$ cat src/rtl/pwr_mode_pkg.sv
package pwr_mode_pkg;

   typedef enum logic [1:0] {
      PWR_NORMAL  = 2'd0,
      PWR_PARTIAL = 2'd1,
      PWR_FULL    = 2'd2
   } pwr_state_t;

   function automatic pwr_state_t step_down(input pwr_state_t cur);
      case (cur)
         PWR_NORMAL:  step_down = PWR_PARTIAL;
         PWR_PARTIAL: step_down = PWR_FULL;
         default:     step_down = PWR_FULL;
      endcase
   endfunction

endpackage

$ cat src/rtl/cs_sclk_sync.sv
module cs_sclk_sync #(
   parameter int STAGES = 2
) (
   input  logic clk,
   input  logic rst_n,
   input  logic cs_n_in,
   input  logic sclk_in,
   output logic in_frame,
   output logic frame_start,
   output logic frame_end,
   output logic sclk_fall
);
   localparam int LAST = STAGES - 1;

   logic [STAGES-1:0] cs_q;
   logic [STAGES-1:0] sk_q;
   logic              cs_d;
   logic              sk_d;

   for (genvar s = 0; s < STAGES; s++) begin : g_stage
      if (s == 0) begin : g_first
         always_ff @(posedge clk or negedge rst_n) begin
            if (!rst_n) begin
               cs_q[0] <= 1'b1;
               sk_q[0] <= 1'b1;
            end else begin
               cs_q[0] <= cs_n_in;
               sk_q[0] <= sclk_in;
            end
         end
      end else begin : g_next
         always_ff @(posedge clk or negedge rst_n) begin
            if (!rst_n) begin
               cs_q[s] <= 1'b1;
               sk_q[s] <= 1'b1;
            end else begin
               cs_q[s] <= cs_q[s-1];
               sk_q[s] <= sk_q[s-1];
            end
         end
      end
   end

   always_ff @(posedge clk or negedge rst_n) begin
      if (!rst_n) begin
         cs_d <= 1'b1;
         sk_d <= 1'b1;
      end else begin
         cs_d <= cs_q[LAST];
         sk_d <= sk_q[LAST];
      end
   end

   assign in_frame    = ~cs_q[LAST];
   assign frame_start = cs_d & ~cs_q[LAST];
   assign frame_end   = ~cs_d & cs_q[LAST];
   assign sclk_fall   = sk_d & ~sk_q[LAST] & ~cs_q[LAST];

endmodule

$ cat src/rtl/frame_edge_counter.sv
module frame_edge_counter #(
   parameter int CNT_W = 6
) (
   input  logic             clk,
   input  logic             rst_n,
   input  logic             clear,
   input  logic             bump,
   output logic [CNT_W-1:0] count
);
   localparam logic [CNT_W-1:0] CNT_MAX = {CNT_W{1'b1}};

   always_ff @(posedge clk or negedge rst_n) begin
      if (!rst_n) begin
         count <= '0;
      end else if (clear) begin
         count <= '0;
      end else if (bump && count != CNT_MAX) begin
         count <= count + 1'b1;
      end
   end

endmodule

$ cat src/rtl/powerup_timer.sv
module powerup_timer #(
   parameter int CYCLES = 100
) (
   input  logic clk,
   input  logic rst_n,
   input  logic start,
   input  logic cancel,
   output logic busy
);
   if (CYCLES == 0) begin : g_none
      assign busy = 1'b0;
   end else begin : g_count
      localparam int TW = $clog2(CYCLES + 1);
      localparam logic [TW-1:0] LOAD = TW'(CYCLES);
      logic [TW-1:0] remain;

      always_ff @(posedge clk or negedge rst_n) begin
         if (!rst_n) begin
            remain <= '0;
         end else if (cancel) begin
            remain <= '0;
         end else if (start) begin
            remain <= LOAD;
         end else if (remain != '0) begin
            remain <= remain - 1'b1;
         end
      end

      assign busy = (remain != '0);
   end

endmodule

$ cat src/rtl/power_mode_fsm.sv
module power_mode_fsm
   import pwr_mode_pkg::*;
#(
   parameter int CNT_W        = 6,
   parameter int GLITCH_EDGES = 2,
   parameter int PWRUP_EDGE   = 10
) (
   input  logic             clk,
   input  logic             rst_n,
   input  logic             frame_start,
   input  logic             frame_end,
   input  logic             sclk_fall,
   input  logic [CNT_W-1:0] edges,
   input  logic             busy,
   output pwr_state_t       state,
   output logic             timer_start,
   output logic             timer_cancel,
   output logic             frame_ok
);
   localparam logic [CNT_W-1:0] GLITCH_CNT = CNT_W'(GLITCH_EDGES);
   localparam logic [CNT_W-1:0] WAKE_CNT   = CNT_W'(PWRUP_EDGE);
   localparam logic [CNT_W-1:0] WAKE_PRE   = CNT_W'(PWRUP_EDGE - 1);

   logic       abort_window;
   logic       wake_hit;
   pwr_state_t state_nx;

   assign abort_window = frame_end && (edges >= GLITCH_CNT) && (edges < WAKE_CNT);
   assign wake_hit     = sclk_fall && (edges == WAKE_PRE);

   always_comb begin
      state_nx     = state;
      timer_start  = 1'b0;
      timer_cancel = 1'b0;
      if (abort_window) begin
         state_nx     = step_down(state);
         timer_cancel = 1'b1;
      end else if (wake_hit && state != PWR_NORMAL) begin
         state_nx    = PWR_NORMAL;
         timer_start = (state == PWR_FULL);
      end
   end

   always_ff @(posedge clk or negedge rst_n) begin
      if (!rst_n) begin
         state    <= PWR_NORMAL;
         frame_ok <= 1'b0;
      end else begin
         state <= state_nx;
         if (frame_start) begin
            frame_ok <= (state == PWR_NORMAL) && !busy;
         end else if (frame_end) begin
            frame_ok <= 1'b0;
         end
      end
   end

endmodule

$ cat src/rtl/pwr_mode_ctrl.sv
module pwr_mode_ctrl
   import pwr_mode_pkg::*;
#(
   parameter int SYNC_STAGES  = 2,
   parameter int CNT_W        = 6,
   parameter int GLITCH_EDGES = 2,
   parameter int PWRUP_EDGE   = 10,
   parameter int FRAME_EDGES  = 16,
   parameter int PWRUP_CYCLES = 100
) (
   input  logic       clk,
   input  logic       rst_n,
   input  logic       cs_n,
   input  logic       sclk,
   output logic [1:0] pwr_state,
   output logic       analog_en,
   output logic       ref_en,
   output logic       data_valid,
   output logic       busy
);
   localparam int CNT_LIMIT = (1 << CNT_W) - 1;

   if (SYNC_STAGES < 2) begin : g_bad_sync
      $error("SYNC_STAGES must be at least 2");
   end
   if (GLITCH_EDGES < 1 || GLITCH_EDGES >= PWRUP_EDGE) begin : g_bad_glitch
      $error("GLITCH_EDGES must lie between 1 and PWRUP_EDGE-1");
   end
   if (PWRUP_EDGE > FRAME_EDGES) begin : g_bad_wake
      $error("PWRUP_EDGE must not exceed FRAME_EDGES");
   end
   if (FRAME_EDGES > CNT_LIMIT) begin : g_bad_width
      $error("CNT_W too narrow for FRAME_EDGES");
   end
   if (PWRUP_CYCLES < 0) begin : g_bad_cycles
      $error("PWRUP_CYCLES must not be negative");
   end

   logic             in_frame;
   logic             frame_start;
   logic             frame_end;
   logic             sclk_fall;
   logic [CNT_W-1:0] edges;
   logic             timer_start;
   logic             timer_cancel;
   logic             frame_ok;
   pwr_state_t       state;

   cs_sclk_sync #(.STAGES(SYNC_STAGES)) sync_i (
      .clk         (clk),
      .rst_n       (rst_n),
      .cs_n_in     (cs_n),
      .sclk_in     (sclk),
      .in_frame    (in_frame),
      .frame_start (frame_start),
      .frame_end   (frame_end),
      .sclk_fall   (sclk_fall)
   );

   frame_edge_counter #(.CNT_W(CNT_W)) cnt_i (
      .clk   (clk),
      .rst_n (rst_n),
      .clear (frame_start),
      .bump  (sclk_fall),
      .count (edges)
   );

   power_mode_fsm #(
      .CNT_W        (CNT_W),
      .GLITCH_EDGES (GLITCH_EDGES),
      .PWRUP_EDGE   (PWRUP_EDGE)
   ) fsm_i (
      .clk          (clk),
      .rst_n        (rst_n),
      .frame_start  (frame_start),
      .frame_end    (frame_end),
      .sclk_fall    (sclk_fall),
      .edges        (edges),
      .busy         (busy),
      .state        (state),
      .timer_start  (timer_start),
      .timer_cancel (timer_cancel),
      .frame_ok     (frame_ok)
   );

   powerup_timer #(.CYCLES(PWRUP_CYCLES)) tmr_i (
      .clk    (clk),
      .rst_n  (rst_n),
      .start  (timer_start),
      .cancel (timer_cancel),
      .busy   (busy)
   );

   assign pwr_state  = state;
   assign analog_en  = (state == PWR_NORMAL) || in_frame;
   assign ref_en     = (state != PWR_FULL) || in_frame;
   assign data_valid = frame_ok && in_frame && !busy;

endmodule

$ cat config.mk
export PLATFORM = sky130hd
export DESIGN_NAME = pwr_mode_ctrl
export DESIGN_NICKNAME = d
export VERILOG_FILES = /design/src/rtl/pwr_mode_pkg.sv /design/src/rtl/cs_sclk_sync.sv /design/src/rtl/frame_edge_counter.sv /design/src/rtl/powerup_timer.sv /design/src/rtl/power_mode_fsm.sv /design/src/rtl/pwr_mode_ctrl.sv
export SDC_FILE = /design/constraint.sdc
export NUM_CORES = 1
export LEC_CHECK = 0
export BUFFER_PORTS_ARGS = -buffer_cell sky130_fd_sc_hd__buf_2
export CAP_MARGIN = 10
export CELL_PAD_IN_SITES_DETAIL_PLACEMENT = 1
export CELL_PAD_IN_SITES_GLOBAL_PLACEMENT = 2
export CORE_UTILIZATION = 42
export CTS_BUF_LIST = sky130_fd_sc_hd__clkbuf_2
export CTS_CLUSTER_DIAMETER = 150
export DETAILED_ROUTE_END_ITERATION = 8
export PLACE_DENSITY_LB_ADDON = 0.25
export SKIP_LAST_GASP = 1
export SYNTH_ARGS = -nofsm -noshare
export SYNTH_HDL_FRONTEND = slang
export SYNTH_SLANG_ARGS = --single-unit
export TNS_END_PERCENT = 20
$ cat constraint.sdc
create_clock -name clk -period 3.6 [get_ports clk]
set_input_delay 0.54 -clock clk [delete_from_list [all_inputs] [get_ports clk]]
set_output_delay 0.54 -clock clk [all_outputs]
set_load 0.01 [all_outputs]
==> results.yml <==
critical_path:
  reg2reg_slack_ns: 1.67
  crit_arrival_ns: 2.29
  slowest_delay_ns: 0.51
  path_class: "reg2out"
  cp_max_fo: 9
  reg2regPathDepth: 6
  required_ns: 3.06
  slowest_stage: "or4_4"
  reg2reg_from: "tmr_i.g_count.remain[0]"
  end_kind: "primary output"
  crit_chain: "inv_1 -> ha_1 -> or3b_4 -> or4_4 -> nor3b_2 -> buf_2"
  timing.rr.end: "tmr_i.g_count.remain[0]"
  critPathLaunchType: "flip-flop"
synthesis:
  async_flop_share: 1.00
  synth_seq_cells: 22
  syn_inst: 107
  synth-main-ff-cell: "dfrtp_1"
  ys_seq_area_frac: 0.505
  ys_warn_count: 0
  syn_avg_cell_area_um2: 10.3
  synth-edff-count: 0
  synth.distinct_cells: 36
  syn-num-nets: 117
  syn_area_um2: 1110
drt:
  vias: 804
  wl_mm: 2.13
  avgRoutedWirePerCell_um: 14.5
  drt_iter0_drc: 2
  first_pass_iters: 4
  vias_per_cell: 5.47
  ant_nets: 0
  drc_errors: 0
global_route:
  met3_usage: 0.0259
  met1_usage: 0.257
  grt_pass1_wl_mm: 3.67
  grtUsageTotal: 0.180
  grtUsageMet2: 0.277
  grt_max_degree: 23
  globalRoute.busiestLayer: "met2"
  grt.overflow.total: 0
  grt_pass1_vias: 788
  antenna_found_initial: 0
clocking:
  post_cts_buffers: 0
  cts-root-buf: "clkbuf_2"
  clock-sinks: 22
  clk_latency_ns: 0.32
  clockBufferDepth: 2
  hold_buffers: 0
  cts.clk_slew.worst_paths_ns: 0.22
  cts_tree: "built"
  numCtsBuffers: 3
  post_cts_resized: 0
  htreeDepth: 1
layout:
  nets: 128
  final_util: 0.480
  finalInstanceArea_um2: 1190
  drive_above_1_share: 0.205
  diodes: 0
  syn2layout_area_growth_pct: 7.58
  fill_cells: 301
timing:
  rsz0062_at_grt: "false"
  hold_viol_final: 0
  fmax_mhz: 354
  hold_slack_ns: 0.134
  setup_violations: 0
  finalMaxSlewViolations: 0
  fin_setup_tns_ns: 0
  tightest_slew_ns: 0.701
  finalClockSkew_ns: 0.0120
  post-route-min-period_ns: 2.83
  post-route-period-util: 0.785
  slew_headroom: 0.532
pwr:
  cellPowerDensity_nw_per_um2: 571
  p_total_mw: 0.679
  p_leak_nw: 0.557
  ir_drop_mv: 0.313
place:
  placed_area_um2: 1170
  io_buffers: 9
  hpwl_mm: 1.53
  place_congestion: 0.715
run:
  max-cap-violations: 0
die:
  coreArea_um2: 2480
  die_area_um2: 2840
  boundaryPins: 10
  start_util: 0.446
  fp.dieH_um: 53.3
  row_count: 18
  die_x_um: 53.3
hold_path:
  hp-class: "in2async"
outcome:
  status: "finished, final reports clean"
worst max-delay path: cells and delay by family (launching register included):
family / cells / cell delay (ns)
fa+ha+maj: 1 / 0.18
buf+inv: 2 / 0.22
flops: 1 / 0.45
simple gates: 3 / 1.10
layer usage:
layer | wire length, um | vias up
met5 | 0 | -
met4 | 10 | 0
met3 | 52 | 2
met2 | 991 | 9
met1 | 1080 | 398
li1 | - | 395
layout by cell type, fill, tap and decap left out, types with 2 or more instances in the layout:
cell type,netlist,layout
a21oi_1,5,5
buf_2,0,9
clkbuf_2,0,4
dfrtp_1,16,16
dfstp_2,6,6
ha_1,6,6
inv_1,6,6
mux2i_1,3,3
nand2_1,9,9
nand2b_1,2,2
nand3_1,2,2
nand4_1,6,6
nor2_1,14,14
o21ai_0,3,3
o31ai_1,3,3
xnor2_1,2,2
xor2_1,2,2
report_power, final:
| part | internal [mW] | leakage (nW) | switching (mW) | total (mW) |
|---|---|---|---|---|
| clock | 0.0294 | 0.0166 | 0.0756 | 0.105 |
| combinational | 0.104 | 0.269 | 0.115 | 0.220 |
| sequential | 0.299 | 0.271 | 0.0557 | 0.354 |
| total | 0.432 | 0.557 | 0.247 | 0.679 |
metrics by stage:
stage / instances / setup WS [ns]
floorplan: 107 / 1.27
CTS: 147 / 0.747
detailed placement: 143 / 1.17
global route: 147 / 0.632
finish: 147 / 0.774
global placement: 143 / 1.23
cell families after synthesis:
kind of cell / count (synthesis) / synth area share
AOI/OAI and AO/OA: 16 / 0.0939
buffers and inverters: 9 / 0.0373
adders and majority gates: 6 / 0.0679
xor gates and xnor gates: 4 / 0.0317
DFF: 22 / 0.505
muxes: 3 / 0.0272
and+or+nand+nor: 47 / 0.238
how the worst max path moves through the flow:
stage                             to               startpoint  depth (start not counted)
after detailed placement  data_valid  tmr_i.g_count.remain[0]                          6
after CTS                 data_valid  tmr_i.g_count.remain[0]                          6
final                     data_valid  tmr_i.g_count.remain[0]                          6
after global placement    data_valid  tmr_i.g_count.remain[0]                          6
after floorplan           data_valid  tmr_i.g_count.remain[0]                          6
after global routing      data_valid  tmr_i.g_count.remain[0]                          6
flip-flops by register name (all words and copies together) (netlist names):
register and count:
cnt_i.count 6, fsm_i.frame_ok 1, fsm_i.state 2, sync_i.cs_d 1
sync_i.cs_q 2, sync_i.sk_d 1, sync_i.sk_q 2, tmr_i.g_count.remain 7
cell type report:
class                      count  area, um^2  area share
multi-input combinational     76         507       0.426
clock buffer                   4        20.0      0.0168
inverter                       6        22.5      0.0189
timing repair buffer           9        45.0      0.0379
tap                           30        37.5      0.0315
sequential                    22         558       0.469
synth_stat cells (2+ instances only):
master    instances  share of area
ha_1              6          0.068
o31ai_1           3          0.020
o21ai_0           3          0.014
nor2_1           14          0.048
nand3_1           2         0.0091
inv_1             6          0.020
nand2_1           9          0.031
nand4_1           6          0.034
nand2b_1          2          0.011
xor2_1            2          0.016
dfrtp_1          16           0.36
xnor2_1           2          0.016
clkbuf_1          2         0.0068
dfstp_2           6           0.14
mux2i_1           3          0.027
a21oi_1           5          0.023
No activity file was read; power rests on OpenSTA's default activity.
